**src/rtl/fault_status_pkg.sv**
```systemverilog
package fault_status_pkg;
  localparam int WORD_W = 8;
  localparam int ADDR_W = 2;
  localparam int SEL_W  = 2;

  typedef enum logic [ADDR_W-1:0] {
    WORD_UNDER = 2'd0,
    WORD_OVER  = 2'd1,
    WORD_MISC  = 2'd2,
    WORD_NONE  = 2'd3
  } fault_word_e;
endpackage

```
**src/rtl/fault_event_map.sv**
```systemverilog
module fault_event_map #(
  parameter int N_GPI = 4,
  parameter int N_WD  = 2,
  parameter int SEL_W = 2
) (
  input  logic [N_GPI-1:0]      gpi_evt,
  input  logic [N_WD-1:0]       wd_evt,
  input  logic [N_WD-1:0]       wd_on_gpi,
  input  logic [N_WD*SEL_W-1:0] wd_gpi_sel,
  output logic [N_GPI-1:0]      gpi_set
);
  always_comb begin
    gpi_set = gpi_evt;
    for (int w = 0; w < N_WD; w++) begin
      if (wd_evt[w] && wd_on_gpi[w]) begin
        gpi_set[wd_gpi_sel[w*SEL_W +: SEL_W]] = 1'b1;
      end
    end
  end
endmodule

```
**src/rtl/fault_mr_edge.sv**
```systemverilog
module fault_mr_edge #(
  parameter int SYNC_STAGES = 2
) (
  input  logic clk,
  input  logic rst_n,
  input  logic mr_n,
  output logic mr_set
);
  logic [SYNC_STAGES:0] pipe_q;
  logic [SYNC_STAGES:0] pipe_d;

  always_comb begin
    pipe_d = {pipe_q[SYNC_STAGES-1:0], mr_n};
  end

  always_ff @(posedge clk or negedge rst_n) begin
    if (!rst_n) pipe_q <= '1;
    else        pipe_q <= pipe_d;
  end

  // falling edge of the synchronised pin: older stage high, newer stage low
  assign mr_set = pipe_q[SYNC_STAGES] & ~pipe_q[SYNC_STAGES-1];
endmodule

```
**src/rtl/fault_flag_bank.sv**
```systemverilog
module fault_flag_bank #(
  parameter int WIDTH = 8
) (
  input  logic             clk,
  input  logic             rst_n,
  input  logic             clr,
  input  logic [WIDTH-1:0] set,
  output logic [WIDTH-1:0] flags
);
  logic [WIDTH-1:0] flags_q;
  logic [WIDTH-1:0] flags_d;

  for (genvar b = 0; b < WIDTH; b++) begin : g_bit
    // a set in the clearing cycle wins over the clear
    always_comb begin
      flags_d[b] = set[b] | (flags_q[b] & ~clr);
    end
  end

  always_ff @(posedge clk or negedge rst_n) begin
    if (!rst_n) flags_q <= '0;
    else        flags_q <= flags_d;
  end

  assign flags = flags_q;
endmodule

```
**src/rtl/fault_read_port.sv**
```systemverilog
module fault_read_port
  import fault_status_pkg::*;
(
  input  logic              clk,
  input  logic              rst_n,
  input  logic              rd_req,
  input  logic [ADDR_W-1:0] rd_addr,
  input  logic [WORD_W-1:0] word_under,
  input  logic [WORD_W-1:0] word_over,
  input  logic [WORD_W-1:0] word_misc,
  output logic [WORD_W-1:0] rd_data,
  output logic              rd_valid,
  output logic              rd_ack,
  output logic              clr_all
);
  logic [WORD_W-1:0] data_q, data_d, sel_word;
  logic              valid_q, valid_d;
  logic              ack_q, ack_d;
  logic              seen_q, seen_d;

  always_comb begin
    unique case (fault_word_e'(rd_addr))
      WORD_UNDER: sel_word = word_under;
      WORD_OVER:  sel_word = word_over;
      WORD_MISC:  sel_word = word_misc;
      default:    sel_word = '0;
    endcase
  end

  always_comb begin
    data_d  = data_q;
    valid_d = valid_q;
    seen_d  = seen_q;
    ack_d   = 1'b0;
    if (rd_req) begin
      ack_d   = 1'b1;
      valid_d = seen_q;
      seen_d  = 1'b1;
      data_d  = seen_q ? sel_word : '0;
    end
  end

  always_ff @(posedge clk or negedge rst_n) begin
    if (!rst_n) begin
      data_q  <= '0;
      valid_q <= 1'b0;
      ack_q   <= 1'b0;
      seen_q  <= 1'b0;
    end else begin
      data_q  <= data_d;
      valid_q <= valid_d;
      ack_q   <= ack_d;
      seen_q  <= seen_d;
    end
  end

  assign rd_data  = data_q;
  assign rd_valid = valid_q;
  assign rd_ack   = ack_q;
  assign clr_all  = rd_req;
endmodule

```
**src/rtl/fault_status_regs.sv**
```systemverilog
module fault_status_regs
  import fault_status_pkg::*;
#(
  parameter int N_RAIL = 6,
  parameter int N_GPI  = 4,
  parameter int N_WD   = 2
) (
  input  logic                clk,
  input  logic                rst_n,
  input  logic [N_RAIL-1:0]   uv_evt,
  input  logic [N_RAIL-1:0]   ov_evt,
  input  logic [N_GPI-1:0]    gpi_evt,
  input  logic [N_WD-1:0]     wd_evt,
  input  logic [N_WD-1:0]     wd_on_gpi,
  input  logic [N_WD*2-1:0]   wd_gpi_sel,
  input  logic                mr_n,
  input  logic                rd_req,
  input  logic [1:0]          rd_addr,
  output logic [7:0]          rd_data,
  output logic                rd_valid,
  output logic                rd_ack
);
  localparam int OV_OFF  = N_RAIL;
  localparam int GPI_OFF = 2 * N_RAIL;
  localparam int WD_OFF  = GPI_OFF + N_GPI;
  localparam int MR_OFF  = WD_OFF + N_WD;
  localparam int FLAG_W  = MR_OFF + 1;

  logic [N_GPI-1:0]  gpi_set;
  logic              mr_set;
  logic              clr_all;
  logic [FLAG_W-1:0] set_vec;
  logic [FLAG_W-1:0] flags_q;
  logic [WORD_W-1:0] word_under, word_over, word_misc;

  fault_event_map #(.N_GPI(N_GPI), .N_WD(N_WD), .SEL_W(SEL_W)) i_map (
    .gpi_evt   (gpi_evt),
    .wd_evt    (wd_evt),
    .wd_on_gpi (wd_on_gpi),
    .wd_gpi_sel(wd_gpi_sel),
    .gpi_set   (gpi_set)
  );

  fault_mr_edge #(.SYNC_STAGES(2)) i_mr (
    .clk   (clk),
    .rst_n (rst_n),
    .mr_n  (mr_n),
    .mr_set(mr_set)
  );

  assign set_vec = {mr_set, wd_evt, gpi_set, ov_evt, uv_evt};

  fault_flag_bank #(.WIDTH(FLAG_W)) i_bank (
    .clk  (clk),
    .rst_n(rst_n),
    .clr  (clr_all),
    .set  (set_vec),
    .flags(flags_q)
  );

  assign word_under = WORD_W'(flags_q[OV_OFF-1:0]);
  assign word_over  = WORD_W'(flags_q[GPI_OFF-1:OV_OFF]);
  assign word_misc  = WORD_W'(flags_q[FLAG_W-1:GPI_OFF]);

  fault_read_port i_port (
    .clk       (clk),
    .rst_n     (rst_n),
    .rd_req    (rd_req),
    .rd_addr   (rd_addr),
    .word_under(word_under),
    .word_over (word_over),
    .word_misc (word_misc),
    .rd_data   (rd_data),
    .rd_valid  (rd_valid),
    .rd_ack    (rd_ack),
    .clr_all   (clr_all)
  );
endmodule

```
**config.mk**
```make
export PLATFORM = sky130hd
export DESIGN_NAME = fault_status_regs
export DESIGN_NICKNAME = d
export VERILOG_FILES = /design/src/rtl/fault_status_pkg.sv /design/src/rtl/fault_event_map.sv /design/src/rtl/fault_mr_edge.sv /design/src/rtl/fault_flag_bank.sv /design/src/rtl/fault_read_port.sv /design/src/rtl/fault_status_regs.sv
export SDC_FILE = /design/constraint.sdc
export NUM_CORES = 1
export LEC_CHECK = 0
export ABC_AREA = 1
export BUFFER_PORTS_ARGS = -buffer_cell sky130_fd_sc_hd__buf_4
export CORE_ASPECT_RATIO = 0.75
export CORE_MARGIN = 10
export CORE_UTILIZATION = 50
export DETAILED_ROUTE_END_ITERATION = 6
export PLACE_DENSITY_LB_ADDON = 0.1
export SLEW_MARGIN = 20
export SYNTH_ARGS = -nofsm -noshare
export SYNTH_HDL_FRONTEND = slang
export SYNTH_SLANG_ARGS = --single-unit
```
**constraint.sdc**
```tcl
create_clock -name clk -period 1 [get_ports clk]
set_input_delay 0.2 -clock clk [delete_from_list [all_inputs] [get_ports clk]]
set_output_delay 0.2 -clock clk [all_outputs]
set_load 0.01 [all_outputs]
```
==> impl_metrics.csv <==
group,metric,value,unit
synth,synth_top_area_cell,"dfrtp_1",
sta,setup_viol,9,
clocking,cts_buffers,5,
sta,rsz0062_at_grt,"yes",
synth,synth_area_leaders,"dfrtp_1 54%, nand3_1 11%, nand2_1 8.7%",
finish,area_delta_synth_final,34.51,%
routing,wl_met3,283,um
grt,grt_pass1_vias,1105,
critical_path,crit_path_max_incr_delay,0.41,ns
synth,syn_inst,133,
routing,dr.pass1.iters,5,
placed_design,io_buffers,38,
critical_path,r2r_cells,4,
synth,synthArstFlopShare,100.0,%
placed_design,place_ws,0.09118,ns
outcome,failed_checks,"setup timing",
critical_path,cp-endpoint,"rd_data[0]",
critical_path,endpoint_kind,"output port",
critical_path,critPathSlowestCell,"dfrtp_1",
routing,initialDrtViolationCount,31,
synth,yosysMostFrequentCell,"nand2_1",
synth,synth_commonest_cells,"31 x nand2_1, 30 x nand3_1, 29 x dfrtp_1, 14 x a21o_1, 7 x inv_1",
critical_path,crit_chain,"buf_6",
critical_path,regToRegSetupSlack,0.09,ns
grt,antenna_found_initial,0,
synth,yosys_warnings,0,
finish,n_antenna_cell,0,
clocking,cts_tree,"built",
critical_path,crit_family,"flip-flops",
worst_hold_path,min_from,"uv_evt[2]",
routing,wl_per_cell,14.23,um
routing,drc,0,
floorplan,die_w,79.89,um
clocking,cts-root-buf,"clkbuf_4",
critical_path,reg2reg_to,"i_port.rd_data[2]",
routing,highest-signal-layer,"met4",
outcome,status,"finished with violations",
grt,grt_max_degree,33,
sta,clock_skew,0.006927,ns
clocking,clock-sinks,32,
synth,avgSynthCellArea,10.11,um^2
sta,fin_crit,1.067,ns
flow_run,max-cap-violations,0,
worst_hold_path,min_path_type,"input port to flip-flop",
critical_path,startpoint_type,"flip-flop",
sta,layout_setup_ws,-0.06655,ns
routing,met2WireLength,1569,um
critical_path,startpoint,"i_port.rd_data[0]",
routing,wl_met1,1212,um
synth,dominantRegCellSynth,"dfrtp_1",
critical_path,required,0.80,ns
routing,drt_wl_total,3116,um
floorplan,dieHeight,64.92,um
power_and_ir_drop,leakagePower,0.9307,nW
synth,synth.distinct_cells,17,
routing,drtAntennaViolNets,0,
sta,hold_ws,0.03932,ns
synth,synth_edf_count,0,
placed_design,dp_hpwl,2357,um
grt,grt_usage,13.21,%
synth,yosysTopAreaCellShare,53.95,%
placed_design,finalWeightedCongestion,0.7614,
synth,syn_area,1345,um^2
clocking,htree_levels,2,
clocking,clk_path_buf_depth,2,
floorplan,rows,16,
finish,nets,212,
power_and_ir_drop,ir_worst_vdd,0.0008149,V
critical_path,rr_startpoint,"i_port.seen_q",
floorplan,die_area,5186,um^2
floorplan,start_util,52.08,%
floorplan,num_io_pins,40,
sta,fin_crit_sh,106.7,%
synth,seq_area_frac_synth,59.81,%
clocking,clock_latency,0.33,ns
grt,overflow,0,
critical_path,cp_max_fo,2,
critical_path,crit_buf_inv,1,
sta,hold_viol_final,0,
grt,grt_pass1_wl,5271,um
sta,max_freq,937.6,MHz
power_and_ir_drop,power_density,1474,nW/um^2
synth,ys_seq_elements,32,
finish,drive_gt1_share,33.33,%
sta,maxSlewViolCount,0,
critical_path,worstSetupPathDepth,1,
clocking,path_clk_slew,0.10,ns
synth,syn_nets,163,
routing,routed_via_density,5.037,
floorplan,coreArea,2582,um^2
critical_path,crit_type,"flip-flop to output port",
routing,via_count,1103,
critical_path,cp.arrival,0.87,ns
layout by cell type (no fill, tap or decap), drive strengths merged:
cell type,synthesis,final
o21ai,2,2
clkinv,0,2
nand4,1,1
nand2,31,31
nor2,1,1
inv,10,10
clkbuf,0,6
nand3,30,30
conb,1,1
or2,1,1
dfstp,3,3
dfrtp,29,29
a21o,14,14
dlygate4sd3,0,3
a21oi,5,5
buf,5,44
layer usage:
metal | up-vias | track usage, %
met1 | 508 | 14.38
met2 | 49 | 21.30
met5 | - | 0
met4 | 0 | 6.579
met3 | 5 | 6.061
li1 | 541 | -
state kept, by name, indices dropped and copies added (netlist names):
name,cells
i_mr.pipe_q,3
i_port.rd_ack,1
i_port.rd_valid,1
i_bank.flags,19
i_port.rd_data,7
i_port.seen_q,1
area by class of cell:
type | count | area (um^2)
repair buffers | 47 | 406.6
clock inverters | 2 | 10.01
clock buffers | 6 | 51.30
well taps | 36 | 45.04
inverters | 10 | 37.54
flip-flops and latches | 32 | 804.5
multi-input cells | 86 | 454.2
fillers | 194 | 773.2
cells by family after synthesis:
group           count (synthesis)  share of synthesized area, %
other cells                     1                        0.2788
simple gates                   64                         22.23
buf+inv                        15                         6.418
flops                          32                         59.81
compound gates                 21                         11.26
stage by stage:
stage	setup TNS (ns)	utilization [%]	total power, mW	cells	area (um^2)
floorplan	0	-	1.661	133	1345
global placement	0	63.76	1.867	203	1647
detailed placement	0	63.76	1.882	203	1647
CTS	-0.6634	69.77	2.704	218	1802
global route	-0.9765	70.06	2.842	219	1809
finish	-0.5071	70.06	2.666	219	1809
timing repair:
item	in CTS	in global routing
hold endpoints to repair	31	0
pin swaps	0	0
buffers inserted	4	1
setup endpoints to repair	9	9
hold buffers	3	0
resized for setup	9	0
worst min-delay path by stage:
stage          cells after the start  slack (ns)               end
4_1_cts                            2        0.02   i_bank.flags[2]
3_3_place_gp                       1        0.15  i_bank.flags[18]
6_report                           2        0.04   i_bank.flags[2]
3_5_place_dp                       1        0.16  i_bank.flags[18]
5_1_grt                            2        0.01   i_bank.flags[6]
2_1_floorplan                      0        -0.1   i_bank.flags[0]
where the power goes:
group,switching (mW),internal (mW),total (mW)
sequential,0.0620,1.39,1.46
clock,0.414,0.334,0.747
combinational,0.209,0.253,0.462
total,0.684,1.98,2.67
Power figures use the tool's default switching activity.
